**config.mk**
```make
export PLATFORM = sky130hd
export DESIGN_NAME = incap_cell
export DESIGN_NICKNAME = d
export VERILOG_FILES = /design/src/rtl/incap_pkg.sv /design/src/rtl/incap_clk_sel.sv /design/src/rtl/incap_phase.sv /design/src/rtl/incap_store.sv /design/src/rtl/incap_cell.sv
export SDC_FILE = /design/constraint.sdc
export NUM_CORES = 1
export LEC_CHECK = 0
export ABC_AREA = 1
export BUFFER_PORTS_ARGS = -buffer_cell sky130_fd_sc_hd__buf_2
export CELL_PAD_IN_SITES_DETAIL_PLACEMENT = 1
export CELL_PAD_IN_SITES_GLOBAL_PLACEMENT = 1
export CORE_AREA = 2 2 39 41
export CTS_CLUSTER_DIAMETER = 40
export DETAILED_ROUTE_END_ITERATION = 12
export DIE_AREA = 0 0 41 43
export PLACE_DENSITY_LB_ADDON = 0.12
export SETUP_SLACK_MARGIN = 0.3
export SLEW_MARGIN = 5
export SYNTH_ARGS = -nofsm -noshare
export SYNTH_HDL_FRONTEND = slang
export SYNTH_SLANG_ARGS = --single-unit
export TNS_END_PERCENT = 1
```
**constraint.sdc**
```tcl
create_clock -name clk -period 2.67 [get_ports clk]
set_clock_uncertainty 0.05 [all_clocks]
set_input_delay 0.267 -clock clk [delete_from_list [all_inputs] [get_ports clk]]
set_output_delay 0.267 -clock clk [all_outputs]
set_load 0.03 [all_outputs]
```
**src/rtl/incap_pkg.sv**
```systemverilog
package incap_pkg;

    typedef enum logic [1:0] {
        MD_BYPASS = 2'b00,
        MD_FLOP   = 2'b01,
        MD_LATCH  = 2'b10,
        MD_RSVD   = 2'b11
    } cap_mode_e;

    typedef enum logic [1:0] {
        SRC_PIN_A = 2'b00,
        SRC_PIN_B = 2'b01,
        SRC_GEN   = 2'b10,
        SRC_RSVD  = 2'b11
    } clk_src_e;

    typedef enum logic {
        PH_LOW  = 1'b0,
        PH_HIGH = 1'b1
    } phase_e;

endpackage

```
**src/rtl/incap_clk_sel.sv**
```systemverilog
module incap_clk_sel
    import incap_pkg::*;
(
    input  logic     ck_a,
    input  logic     ck_b,
    input  logic     ck_gen,
    input  clk_src_e src,
    input  logic     invert,
    output logic     eff
);

    logic picked;

    always_comb begin
        unique case (src)
            SRC_PIN_B: picked = ck_b;
            SRC_GEN:   picked = ck_gen;
            default:   picked = ck_a;   // pin A and reserved code
        endcase
    end

    assign eff = picked ^ invert;

endmodule

```
**src/rtl/incap_phase.sv**
```systemverilog
module incap_phase
    import incap_pkg::*;
(
    input  logic clk,
    input  logic rst_n,
    input  logic eff,
    output logic rise
);

    phase_e state_q, state_d;

    always_ff @(posedge clk or negedge rst_n) begin
        if (!rst_n) state_q <= PH_LOW;
        else        state_q <= state_d;
    end

    always_comb begin
        unique case (state_q)
            PH_LOW:  state_d = eff ? PH_HIGH : PH_LOW;   // ROSE
            PH_HIGH: state_d = eff ? PH_HIGH : PH_LOW;   // FELL
            default: state_d = PH_LOW;
        endcase
    end

    always_comb begin
        unique case (state_q)
            PH_LOW:  rise = eff;
            default: rise = 1'b0;
        endcase
    end

endmodule

```
**src/rtl/incap_store.sv**
```systemverilog
module incap_store
    import incap_pkg::*;
#(
    parameter int DATA_W = 1
) (
    input  logic              clk,
    input  logic              rst_n,
    input  cap_mode_e         mode,
    input  logic              eff,
    input  logic              rise,
    input  logic [DATA_W-1:0] d,
    output logic [DATA_W-1:0] held
);

    always_ff @(posedge clk or negedge rst_n) begin
        if (!rst_n) begin
            held <= '0;
        end else begin
            unique case (mode)
                MD_FLOP:  if (rise) held <= d;
                MD_LATCH: if (eff)  held <= d;
                default:  held <= held;
            endcase
        end
    end

endmodule

```
**src/rtl/incap_cell.sv**
```systemverilog
module incap_cell
    import incap_pkg::*;
#(
    parameter int DATA_W = 1
) (
    input  logic              clk,
    input  logic              rst_n,
    input  logic [DATA_W-1:0] pin_d,
    input  logic              ck_pin_a,
    input  logic              ck_pin_b,
    input  logic              ck_array,
    input  logic [1:0]        cfg_mode,
    input  logic [1:0]        cfg_src,
    input  logic              cfg_invert,
    output logic [DATA_W-1:0] array_in
);

    cap_mode_e         mode;
    logic              eff;
    logic              rise;
    logic [DATA_W-1:0] held;

    assign mode = cap_mode_e'(cfg_mode);

    incap_clk_sel u_sel (
        .ck_a   (ck_pin_a),
        .ck_b   (ck_pin_b),
        .ck_gen (ck_array),
        .src    (clk_src_e'(cfg_src)),
        .invert (cfg_invert),
        .eff    (eff)
    );

    incap_phase u_phase (
        .clk   (clk),
        .rst_n (rst_n),
        .eff   (eff),
        .rise  (rise)
    );

    incap_store #(.DATA_W(DATA_W)) u_store (
        .clk   (clk),
        .rst_n (rst_n),
        .mode  (mode),
        .eff   (eff),
        .rise  (rise),
        .d     (pin_d),
        .held  (held)
    );

    always_comb begin
        unique case (mode)
            MD_FLOP:  array_in = held;
            MD_LATCH: array_in = eff ? pin_d : held;
            default:  array_in = pin_d;
        endcase
    end

endmodule

```
==> impl_metrics.json <==
{
  "critical-path-max-stage-delay_ns": 0.32,
  "cts-resized-gates": 0,
  "power_density_mw_per_mm2": 413,
  "path_cells": "buf_2 -> inv_1 -> ha_1 -> nand2_1 -> nand3_1 -> nand3_1 -> nand3_1 -> a21oi_1 -> buf_2",
  "clock-root-buffer": "clkbuf_4",
  "layout-drive-gt1-share_pct": 31.7,
  "worstPathArrival_ns": 1.45,
  "post_drt_wl_per_cell_um": 8.49,
  "gp_congestion": 0.676,
  "num_vias": 326,
  "grt_max_degree": 5,
  "antenna_found_initial": 0,
  "initial_utilization_pct": 21.2,
  "maxCapViolCount": 0,
  "clk_pin_slew_ns": 0.03,
  "synthDistinctLibCells": 11,
  "io_pins": 12,
  "required_ns": 2.35,
  "mappedNetlistNets": 63,
  "fin_nets": 80,
  "drc": 0,
  "period_share_pct": 66.2,
  "cp_top_family": "simple AND/OR/NAND/NOR gates",
  "netlist_area_um2": 294,
  "grt_pass1_wl_mm": 1.19,
  "netlist.area_leader.share_pct": 17.0,
  "place_area_um2": 369,
  "clk_latency_ns": 0.22,
  "status": "complete, no violations",
  "postRouteAntennaNets": 0,
  "cts_max_path_buffers": 2,
  "critPathSlowestCell": "ha_1",
  "track_usage_pct": 9.73,
  "rsz0062_at_grt": "false",
  "seq_area_frac_synth_pct": 17.0,
  "area_delta_synth_final_pct": 36.6,
  "max_freq_mhz": 566,
  "stdcell_area_um2": 402,
  "netlist_top_cells_area": "dfrtp_1, ha_1, inv_1, nand2_1, nand3_2",
  "hp-class": "input port to asynchronous set/reset pin",
  "wl_um": 671,
  "drv_slew": 0,
  "tritoncts.num_buffers": 3,
  "via_per_inst": 4.13,
  "crit_type": "input port to primary output",
  "fp-row-count": 14,
  "finalCriticalPeriod_ns": 1.77,
  "dr.pass1.iters": 2,
  "fin_hold_ws_ns": 0.316,
  "yosys.area.top_type": "dfrtp_1",
  "die_x_um": 41,
  "slew_headroom_pct": 89.9,
  "syn_area_per_cell_um2": 6.13,
  "fillCellCount": 192,
  "critPathBufInv": 3,
  "drtIter0Drc": 5,
  "ir_worst_vdd_v": 0.000173,
  "cp-end-kind": "primary output",
  "diodes": 0,
  "setup_ws_ns": 0.903,
  "htree_num_levels": 1,
  "grt_overflow": 0,
  "core_area_mm2": 0.00138,
  "cp_max_fo": 3,
  "post_cts_buffers": 0,
  "synth_seq_cells": 2,
  "setup.worst_path.start_class": "input port",
  "die_h_um": 43,
  "place_ws_ns": 0.901,
  "cts_tree": "yes",
  "fin_setup_tns_ns": 0,
  "final-setup-viol-count": 0,
  "die_area_mm2": 0.00176,
  "leakage_nw": 0.248,
  "cp_common_cell": "nand3_1",
  "final_util_pct": 29.0,
  "hold_viol_final": 0,
  "port-buffer-count": 11,
  "dp_hpwl_um": 575,
  "grt_pass1_vias": 313,
  "clock-sinks": 2,
  "synth_cells": 48,
  "yosys_warnings": 0,
  "worstMarginPinSlew_ns": 0.153
}
## final timing paths
check	from	end	slack, ns	cells past startpoint
min in group clk	cfg_invert	u_phase.state_q$_DFF_PN0_	0.34	4
setup reg to reg	u_store.held$_DFFE_PN0P_	u_store.held$_DFFE_PN0P_	1.68	6
hold reg to reg	u_store.held$_DFFE_PN0P_	u_store.held$_DFFE_PN0P_	0.55	2
max in group asynchronous	rst_n	u_store.held$_DFFE_PN0P_	2.16	2
hold / removal	rst_n	u_phase.state_q$_DFF_PN0_	0.32	2
setup / recovery	cfg_src[0]	array_in	0.90	9
## Yosys cell counts
| cell | instances |
|---|---|
| a21oi_1 | 2 |
| nand2_1 | 10 |
| nand2_2 | 2 |
| dfrtp_1 | 2 |
| nand3b_1 | 1 |
| nor2_1 | 7 |
| nand3_2 | 3 |
| inv_2 | 1 |
| inv_1 | 11 |
| nand3_1 | 5 |
| ha_1 | 4 |
## metrics by stage
step | power (W) | cells
6_report | 0.000166 | 79
5_1_grt | 0.000183 | 79
4_1_cts | 0.000170 | 79
3_5_place_dp | 0.000101 | 75
3_3_place_gp | 0.000101 | 75
2_1_floorplan | 0.0000809 | 48
## metal layers
metal,wire (um),global-route usage (%),vias up,part of all wire [%]
met2,316,14.1,8,47
met5,0,0,-,0
met1,324,13.8,142,48
met4,0,4.00,0,0
met3,30,1.57,0,4.5
li1,-,-,176,-
## power breakdown
group	switching [W]	total (W)	internal, W
Clock	0.0000151	0.0000645	0.0000494
Sequential	0.00000456	0.0000405	0.0000360
Combinational	0.0000357	0.0000608	0.0000250
Total	0.0000554	0.000166	0.000110
## final cells by class
cell class,count,area (um^2),share of cell area [%]
multi-input combinational,34,199,49.5
sequential,2,50.0,12.5
clock buffer,3,22.5,5.61
tap,16,20.0,4.98
inverter,12,45.0,11.2
timing repair buffer,12,65.1,16.2
## layout by cell type (no fill, tap or decap)
cell           instances
inv_1                 11
buf_2                 11
nand2_1               10
nor2_1                 7
nand3_1                5
ha_1                   4
nand3_2                3
clkbuf_4               3
nand2_2                2
a21oi_1                2
dfrtp_1                2
inv_2                  1
nand3b_1               1
dlygate4sd3_1          1
## state kept, by name, indices dropped and copies added (netlist names)
register / flops
u_phase.state_q: 1
u_store.held: 1
## cells by family (layout without fill, tap and decap cells)
family	Yosys count	after routing	synth area share [%]
compound gates	2	2	3.40
fa+ha+maj	4	4	17.0
simple gates	28	28	47.2
flops	2	2	17.0
buf+inv	12	27	15.3
## repair_timing
item | 4_1_cts | 5_1_grt
hold buffers | 1 | 0
endpoints found under the hold margin | 2 | 0
setup endpoints to repair | 0 | 0
Note: power is estimated with default switching activity, not from simulation.
